### src/rtl/spim_pkg.sv
`timescale 1ns/1ps
package spim_pkg;
    typedef enum logic [1:0] {
        ST_IDLE,
        ST_LOW,
        ST_HIGH,
        ST_DONE
    } eng_state_t;

    localparam int unsigned REG_AW = 3;
    localparam logic [REG_AW-1:0] A_CTRL  = 3'd0;
    localparam logic [REG_AW-1:0] A_PRESC = 3'd1;
    localparam logic [REG_AW-1:0] A_DATA  = 3'd2;
    localparam logic [REG_AW-1:0] A_STAT  = 3'd3;
    localparam logic [REG_AW-1:0] A_IRQ   = 3'd4;

    // control field positions
    localparam int C_EN   = 4;
    localparam int C_MTX  = 5;
    localparam int C_MRX  = 6;
    localparam int C_MOVR = 7;
    localparam int C_RATE = 8;
    localparam int RATE_W = 8;

    localparam logic [15:0] CTRL_RST = 16'h0007;
endpackage

### src/rtl/spim_fifo.sv
`timescale 1ns/1ps
module spim_fifo #(
    parameter int W     = 16,
    parameter int DEPTH = 8,
    localparam int AW   = (DEPTH > 1) ? $clog2(DEPTH) : 1,
    localparam int CW   = $clog2(DEPTH + 1)
) (
    input  logic          clk,
    input  logic          rst_n,
    input  logic          push,
    input  logic [W-1:0]  din,
    input  logic          pop,
    output logic [W-1:0]  dout,
    output logic          full,
    output logic          empty,
    output logic [CW-1:0] count
);
    logic [W-1:0]  mem [DEPTH];
    logic [AW-1:0] wp_q, rp_q;
    logic [CW-1:0] cnt_q;
    logic          do_push, do_pop;

    assign full    = (cnt_q == CW'(DEPTH));
    assign empty   = (cnt_q == '0);
    assign do_push = push && !full;
    assign do_pop  = pop && !empty;
    assign dout    = mem[rp_q];
    assign count   = cnt_q;

    always_ff @(posedge clk) begin
        if (do_push) begin
            mem[wp_q] <= din;
        end
    end

    always_ff @(posedge clk or negedge rst_n) begin
        if (!rst_n) begin
            wp_q  <= '0;
            rp_q  <= '0;
            cnt_q <= '0;
        end else begin
            if (do_push) begin
                wp_q <= (wp_q == AW'(DEPTH - 1)) ? '0 : wp_q + AW'(1);
            end
            if (do_pop) begin
                rp_q <= (rp_q == AW'(DEPTH - 1)) ? '0 : rp_q + AW'(1);
            end
            cnt_q <= cnt_q + CW'(do_push) - CW'(do_pop);
        end
    end
endmodule

### src/rtl/spim_baud.sv
`timescale 1ns/1ps
module spim_baud #(
    parameter int CW = 16
) (
    input  logic          clk,
    input  logic          rst_n,
    input  logic          run,
    input  logic [CW-1:0] half_len,
    output logic          tick
);
    logic [CW-1:0] cnt_q;

    // half_len is never below 1 (guaranteed by the top)
    assign tick = run && (cnt_q >= half_len - CW'(1));

    always_ff @(posedge clk or negedge rst_n) begin
        if (!rst_n) begin
            cnt_q <= '0;
        end else if (!run || tick) begin
            cnt_q <= '0;
        end else begin
            cnt_q <= cnt_q + CW'(1);
        end
    end
endmodule

### src/rtl/spim_engine.sv
`timescale 1ns/1ps
module spim_engine
    import spim_pkg::*;
#(
    parameter int DW = 16,
    localparam int LW = $clog2(DW)
) (
    input  logic          clk,
    input  logic          rst_n,
    input  logic          enable,
    input  logic [LW-1:0] fsize,
    input  logic          tx_empty,
    input  logic [DW-1:0] tx_word,
    output logic          tx_pop,
    input  logic          tick,
    output logic          run,
    output logic          sclk,
    output logic          mosi,
    input  logic          miso,
    output logic          rx_push,
    output logic [DW-1:0] rx_word,
    output logic          active
);
    localparam logic [LW-1:0] MIN_M1 = LW'(3);

    eng_state_t    state_q, state_d;
    logic [DW-1:0] tx_sh_q, rx_sh_q;
    logic [LW-1:0] left_q;
    logic [LW-1:0] fs_eff;
    logic          start;

    assign fs_eff = (fsize < MIN_M1) ? MIN_M1 : fsize;
    assign start  = enable && !tx_empty;

    // next-state logic
    always_comb begin
        state_d = state_q;
        unique case (state_q)
            ST_IDLE: if (start) state_d = ST_LOW;
            ST_LOW:  if (tick)  state_d = ST_HIGH;
            ST_HIGH: if (tick)  state_d = (left_q == '0) ? ST_DONE : ST_LOW;
            ST_DONE: state_d = ST_IDLE;
            default: state_d = ST_IDLE;
        endcase
    end

    // state register
    always_ff @(posedge clk or negedge rst_n) begin
        if (!rst_n) begin
            state_q <= ST_IDLE;
        end else begin
            state_q <= state_d;
        end
    end

    // shift datapath
    always_ff @(posedge clk or negedge rst_n) begin
        if (!rst_n) begin
            tx_sh_q <= '0;
            rx_sh_q <= '0;
            left_q  <= '0;
        end else begin
            unique case (state_q)
                ST_IDLE: begin
                    if (start) begin
                        tx_sh_q <= tx_word << (DW - 1 - int'(fs_eff));
                        rx_sh_q <= '0;
                        left_q  <= fs_eff;
                    end
                end
                ST_LOW: begin
                    if (tick) begin
                        rx_sh_q <= {rx_sh_q[DW-2:0], miso};
                    end
                end
                ST_HIGH: begin
                    if (tick && (left_q != '0)) begin
                        tx_sh_q <= tx_sh_q << 1;
                        left_q  <= left_q - LW'(1);
                    end
                end
                ST_DONE: ;
                default: ;
            endcase
        end
    end

    // outputs
    always_comb begin
        tx_pop  = (state_q == ST_IDLE) && start;
        run     = (state_q == ST_LOW) || (state_q == ST_HIGH);
        sclk    = (state_q == ST_HIGH);
        mosi    = run ? tx_sh_q[DW-1] : 1'b0;
        rx_push = (state_q == ST_DONE);
        rx_word = rx_sh_q;
        active  = (state_q != ST_IDLE);
    end
endmodule

### src/rtl/spim_ctrl.sv
`timescale 1ns/1ps
module spim_ctrl
    import spim_pkg::*;
#(
    parameter int DW    = 16,
    parameter int DEPTH = 8,
    parameter int PW    = 8
) (
    input  logic              clk,
    input  logic              rst_n,
    input  logic              reg_en,
    input  logic              reg_wr,
    input  logic [REG_AW-1:0] reg_addr,
    input  logic [DW-1:0]     reg_wdata,
    output logic [DW-1:0]     reg_rdata,
    output logic              irq,
    output logic              sclk,
    output logic              mosi,
    input  logic              miso
);
    localparam int LW   = $clog2(DW);
    localparam int CW   = $clog2(DEPTH + 1);
    localparam int HW   = PW + RATE_W;
    localparam int HALF = DEPTH / 2;

    logic [15:0]       ctrl_q;
    logic [PW-1:0]     presc_q;
    logic              ovr_q;

    logic              wr_ctrl, wr_presc, wr_data, rd_data, clr_ovr;
    logic [DW-1:0]     tx_dout, rx_dout, rx_word;
    logic              tx_full, tx_empty, rx_full, rx_empty;
    logic [CW-1:0]     tx_cnt, rx_cnt;
    logic              tx_pop, rx_push, run, tick, active, busy;
    logic              tx_lo, rx_hi;
    logic [PW-1:0]     presc_eff;
    logic [RATE_W:0]   rate_p1;
    logic [HW-1:0]     half_len;
    logic [7:0]        stat;
    logic [2:0]        pend;

    assign wr_ctrl  = reg_en && reg_wr && (reg_addr == A_CTRL);
    assign wr_presc = reg_en && reg_wr && (reg_addr == A_PRESC);
    assign wr_data  = reg_en && reg_wr && (reg_addr == A_DATA);
    assign clr_ovr  = reg_en && reg_wr && (reg_addr == A_IRQ);
    assign rd_data  = reg_en && !reg_wr && (reg_addr == A_DATA);

    always_ff @(posedge clk or negedge rst_n) begin
        if (!rst_n) begin
            ctrl_q  <= CTRL_RST;
            presc_q <= PW'(2);
            ovr_q   <= 1'b0;
        end else begin
            if (wr_ctrl)  ctrl_q  <= reg_wdata[15:0];
            if (wr_presc) presc_q <= reg_wdata[PW-1:0];
            if (rx_push && rx_full) begin
                ovr_q <= 1'b1;
            end else if (clr_ovr) begin
                ovr_q <= 1'b0;
            end
        end
    end

    // bit-rate divisor: half period = (P/2) * (1 + rate)
    assign presc_eff = (presc_q < PW'(2)) ? PW'(2) : {presc_q[PW-1:1], 1'b0};
    assign rate_p1   = {1'b0, ctrl_q[C_RATE +: RATE_W]} + (RATE_W+1)'(1);
    assign half_len  = HW'(presc_eff >> 1) * HW'(rate_p1);

    spim_fifo #(.W(DW), .DEPTH(DEPTH)) u_txf (
        .clk(clk), .rst_n(rst_n),
        .push(wr_data), .din(reg_wdata),
        .pop(tx_pop), .dout(tx_dout),
        .full(tx_full), .empty(tx_empty), .count(tx_cnt)
    );

    spim_fifo #(.W(DW), .DEPTH(DEPTH)) u_rxf (
        .clk(clk), .rst_n(rst_n),
        .push(rx_push), .din(rx_word),
        .pop(rd_data), .dout(rx_dout),
        .full(rx_full), .empty(rx_empty), .count(rx_cnt)
    );

    spim_baud #(.CW(HW)) u_baud (
        .clk(clk), .rst_n(rst_n),
        .run(run), .half_len(half_len), .tick(tick)
    );

    spim_engine #(.DW(DW)) u_eng (
        .clk(clk), .rst_n(rst_n),
        .enable(ctrl_q[C_EN]), .fsize(ctrl_q[LW-1:0]),
        .tx_empty(tx_empty), .tx_word(tx_dout), .tx_pop(tx_pop),
        .tick(tick), .run(run),
        .sclk(sclk), .mosi(mosi), .miso(miso),
        .rx_push(rx_push), .rx_word(rx_word), .active(active)
    );

    assign busy  = active || !tx_empty;
    assign tx_lo = (tx_cnt <= CW'(HALF));
    assign rx_hi = (rx_cnt >= CW'(HALF));
    assign stat  = {ovr_q, rx_hi, tx_lo, busy, rx_full, !rx_empty, !tx_full, tx_empty};
    assign pend  = {ovr_q & ctrl_q[C_MOVR], rx_hi & ctrl_q[C_MRX], tx_lo & ctrl_q[C_MTX]};
    assign irq   = |pend;

    always_comb begin
        unique case (reg_addr)
            A_CTRL:  reg_rdata = DW'(ctrl_q);
            A_PRESC: reg_rdata = DW'(presc_q);
            A_DATA:  reg_rdata = rx_empty ? '0 : rx_dout;
            A_STAT:  reg_rdata = DW'(stat);
            A_IRQ:   reg_rdata = DW'(pend);
            default: reg_rdata = '0;
        endcase
    end
endmodule

### config.mk
export PLATFORM = sky130hd
export DESIGN_NAME = spim_ctrl
export DESIGN_NICKNAME = d
export VERILOG_FILES = /design/src/rtl/spim_pkg.sv /design/src/rtl/spim_fifo.sv /design/src/rtl/spim_baud.sv /design/src/rtl/spim_engine.sv /design/src/rtl/spim_ctrl.sv
export SDC_FILE = /design/constraint.sdc
export NUM_CORES = 1
export LEC_CHECK = 0
export BUFFER_PORTS_ARGS = -buffer_cell sky130_fd_sc_hd__buf_2
export CAP_MARGIN = 0
export CORE_MARGIN = 5
export CORE_UTILIZATION = 57
export DETAILED_ROUTE_END_ITERATION = 10
export PLACE_DENSITY = 0.77
export SYNTH_ARGS = -nofsm -noshare
export SYNTH_HDL_FRONTEND = slang
export SYNTH_SLANG_ARGS = --single-unit
### constraint.sdc
create_clock -name clk -period 7.2 [get_ports clk]
set_input_delay 0.36 -clock clk [delete_from_list [all_inputs] [get_ports clk]]
set_output_delay 0.36 -clock clk [all_outputs]
set_load 0.1 [all_outputs]
==> metrics <==
status=finished, final reports clean; Critical Path Max Stage Delay=0.54 ns; synthesized area per cell=13.7 um2; Netlist cell types=64; Routed WL=39400 um; crit path max-delay cell type=fa_1; cell area after layout=20300 um2; # nets final=1542; synth-to-layout area growth=12.9%; CTS Buf Count=37; CP arrival=7.45 ns; CP Launch Type=flip-flop; post-placement cell area=18800 um2; routed wire length per instance=21.6 um; CP required=7.59 ns; vias in the first global route=11200; gpl congestion=0.879; clock skew=0.0221 ns; Clock Latency Late Sink=0.53 ns; CTS tree=built; Die Height=188 um; post-synthesis register bit count=355; syn_nets=1465; Hold WC Path Type=in -> reg; first-pass GRT wire length=62300 um; htree depth=2; Port Buf Inserts=42; Reg clk slew, reported paths=0.06 ns; cells after synthesis=1315; chip width=188 um; Top Family by Delay on Critical Path=adder cells; leakage dissipation=0.00800 uW; Die ar.=35200 um2; most common cell after layout, fill and taps aside=edfxtp_1; Critical Path Fanout Max=10; initial DRC count=958; drt via density=6.00; power density cells=488 nW/um2; CP Class=reg -> reg; row cnt=65; WHS=0.0541 ns; final worst path period share=0.980; Worst Max-Slew Pin Slew=1.21 ns; Ports=43; # Max-Cap Violations=0; Clock Tree Root=clkbuf_16; Pins Over Slew Limit=0; initial antenna violation count=1; Core Area=31400 um2; Seq/Total Area, Yosys=0.565; # setup viols final=0; Post-route DRC=0; drt pass-1 iters=5; layout cells sized above 1=0.208; YS warnings=0; Routed Antenna Nets=0; total global routing overflow=0; largest net degree at the start of global routing=71; synthesized cell area=18000 um2; Max IR drop VDD=0.455 mV; asr flop ratio synth=0.279; clock tree sinks=355; Hold Fails Final Rpt=0; highest clock rate=142 MHz; Most used DFF post-synth=edfxtp_1; Inserted Diodes=0; crit path time final=7.05 ns; CP endpoint kind=flip-flop; Initial Util=0.574; Detailed Place HPWL=25900 um; most frequent cells in the layout=edfxtp_1, inv_1, nand2_1; critical path's most frequent cell=buf_4; GRT Overall Usage=0.222; Crit path buffers/inverters=8; CTS Buffer Depth=3; Slew headroom=0.186; EDFF count, synth=256; DR vias=10900
-- routing by layer --
metal / track usage / routed length (um) / vias to the layer above / part of all wire
met5: 0 / 13 / - / 0.00033
met2: 0.365 / 19200 / 345 / 0.49
met3: 0.0462 / 2660 / 61 / 0.068
met4: 0.0553 / 929 / 2 / 0.024
met1: 0.309 / 16600 / 5555 / 0.42
li1: - / - / 4980 / -
-- cell usage after synthesis (6+ instances only) --
cell | count | area share
o31a_1 | 6 | 0.0029
clkbuf_1 | 35 | 0.0073
nor2b_1 | 22 | 0.0076
o22ai_1 | 7 | 0.0024
mux2_2 | 42 | 0.026
xnor2_1 | 16 | 0.0078
a21o_1 | 9 | 0.0038
and3_1 | 11 | 0.0038
and2_1 | 28 | 0.0097
mux4_2 | 65 | 0.081
ha_1 | 85 | 0.059
xor2_1 | 24 | 0.012
o21ai_0 | 33 | 0.0092
edfxtp_1 | 256 | 0.43
o211ai_1 | 10 | 0.0042
nand2b_1 | 19 | 0.0066
o21ai_1 | 17 | 0.0047
a22oi_1 | 16 | 0.0067
buf_1 | 8 | 0.0017
fa_1 | 41 | 0.046
nand3_1 | 25 | 0.0069
dfrtp_1 | 95 | 0.13
a21oi_1 | 27 | 0.0075
inv_1 | 107 | 0.022
nor2_1 | 65 | 0.014
mux2i_1 | 29 | 0.016
nand2_1 | 106 | 0.022
a22o_1 | 19 | 0.0092
nor3_1 | 23 | 0.0064
-- power by group --
| group | leakage [uW] | switching, uW | internal, uW |
|---|---|---|---|
| clock network | 0.000593 | 785 | 1110 |
| registers | 0.00361 | 285 | 2430 |
| logic | 0.00380 | 3020 | 2300 |
-- worst register-to-register path: cells and delay by family, from the launching register on --
kind | cells | cell delay [ns]
buffers and inverters | 8 | 0.99
adder cells (fa/ha/maj) | 6 | 2.60
AND/OR/NAND/NOR | 4 | 0.62
AO/OA/AOI/OAI | 8 | 2.01
XOR/XNOR | 2 | 0.30
flip-flops | 1 | 0.42
-- final timing paths --
kind / start / cells past startpoint / slack, ns / to
worst min-delay path: miso / 2 / 0.05 / u_eng.rx_word[0]$_DFFE_PN0P_
worst max register to register: ctrl_q[9]$_DFFE_PN0P_ / 28 / 0.15 / u_eng.left_q[3]$_DFFE_PN0P_
max in group asynchronous: rst_n / 3 / 5.56 / ctrl_q[8]$_DFFE_PN0P_
min in group asynchronous: rst_n / 2 / 0.31 / u_eng.tx_sh_q[5]$_DFFE_PN0P_
worst min register to register: u_eng.tx_sh_q[9]$_DFFE_PN0P_ / 1 / 0.49 / u_eng.tx_sh_q[9]$_DFFE_PN0P_
worst max-delay path: ctrl_q[9]$_DFFE_PN0P_ / 28 / 0.15 / u_eng.left_q[3]$_DFFE_PN0P_
-- layout make-up --
cell class / instances / area (um2)
clock buffer: 52 / 1020
tap: 402 / 503
clock inverter: 16 / 196
inverter: 108 / 405
multi-input combinational: 802 / 7430
fill: 2175 / 11100
sequential: 355 / 10200
timing repair buffer: 88 / 589
-- metrics by stage --
stage          utilization  setup TNS (ns)  power [uW]  cells  worst slack, ns
6_report             0.647               0        9930   1823            0.146
3_3_place_gp         0.600               0        7550   1742            0.262
5_1_grt              0.647          -0.945       10700   1823           -0.138
3_5_place_dp         0.600         -0.0275        7730   1742          -0.0275
4_1_cts              0.639               0        9690   1811            0.130
2_1_floorplan            -               0        6600   1315            0.462
-- timing repair --
action,CTS,global route
buffers inserted,0,9
setup endpoints to repair,1,53
pin swaps,0,6
resized for setup,2,30
gates cloned,0,3
hold endpoints to repair,29,0
hold buffers,1,0
-- registers in the layout, summed over array words and instances, names as in the netlist, 4 cells and up --
name / count
u_eng.rx_word: 16
u_txf.mem: 128
ctrl_q: 16
u_txf.count: 4
u_eng.tx_sh_q: 16
u_baud.cnt_q: 16
u_eng.left_q: 4
u_rxf.mem: 128
presc_q: 8
u_rxf.count: 4
-- kinds of logic (layout without fill, tap and decap cells) --
logic type               Yosys count  count (layout)  synth area share
buffers and inverters            158             264            0.0343
adder cells (fa/ha/maj)          126             126             0.105
AO/OA/AOI/OAI                    185             185            0.0698
AND/OR/NAND/NOR                  314             314            0.0827
XOR/XNOR                          40              40            0.0195
multiplexers                     137             137             0.124
flip-flops                       355             355             0.565
Note: power is estimated with default switching activity, not from simulation.
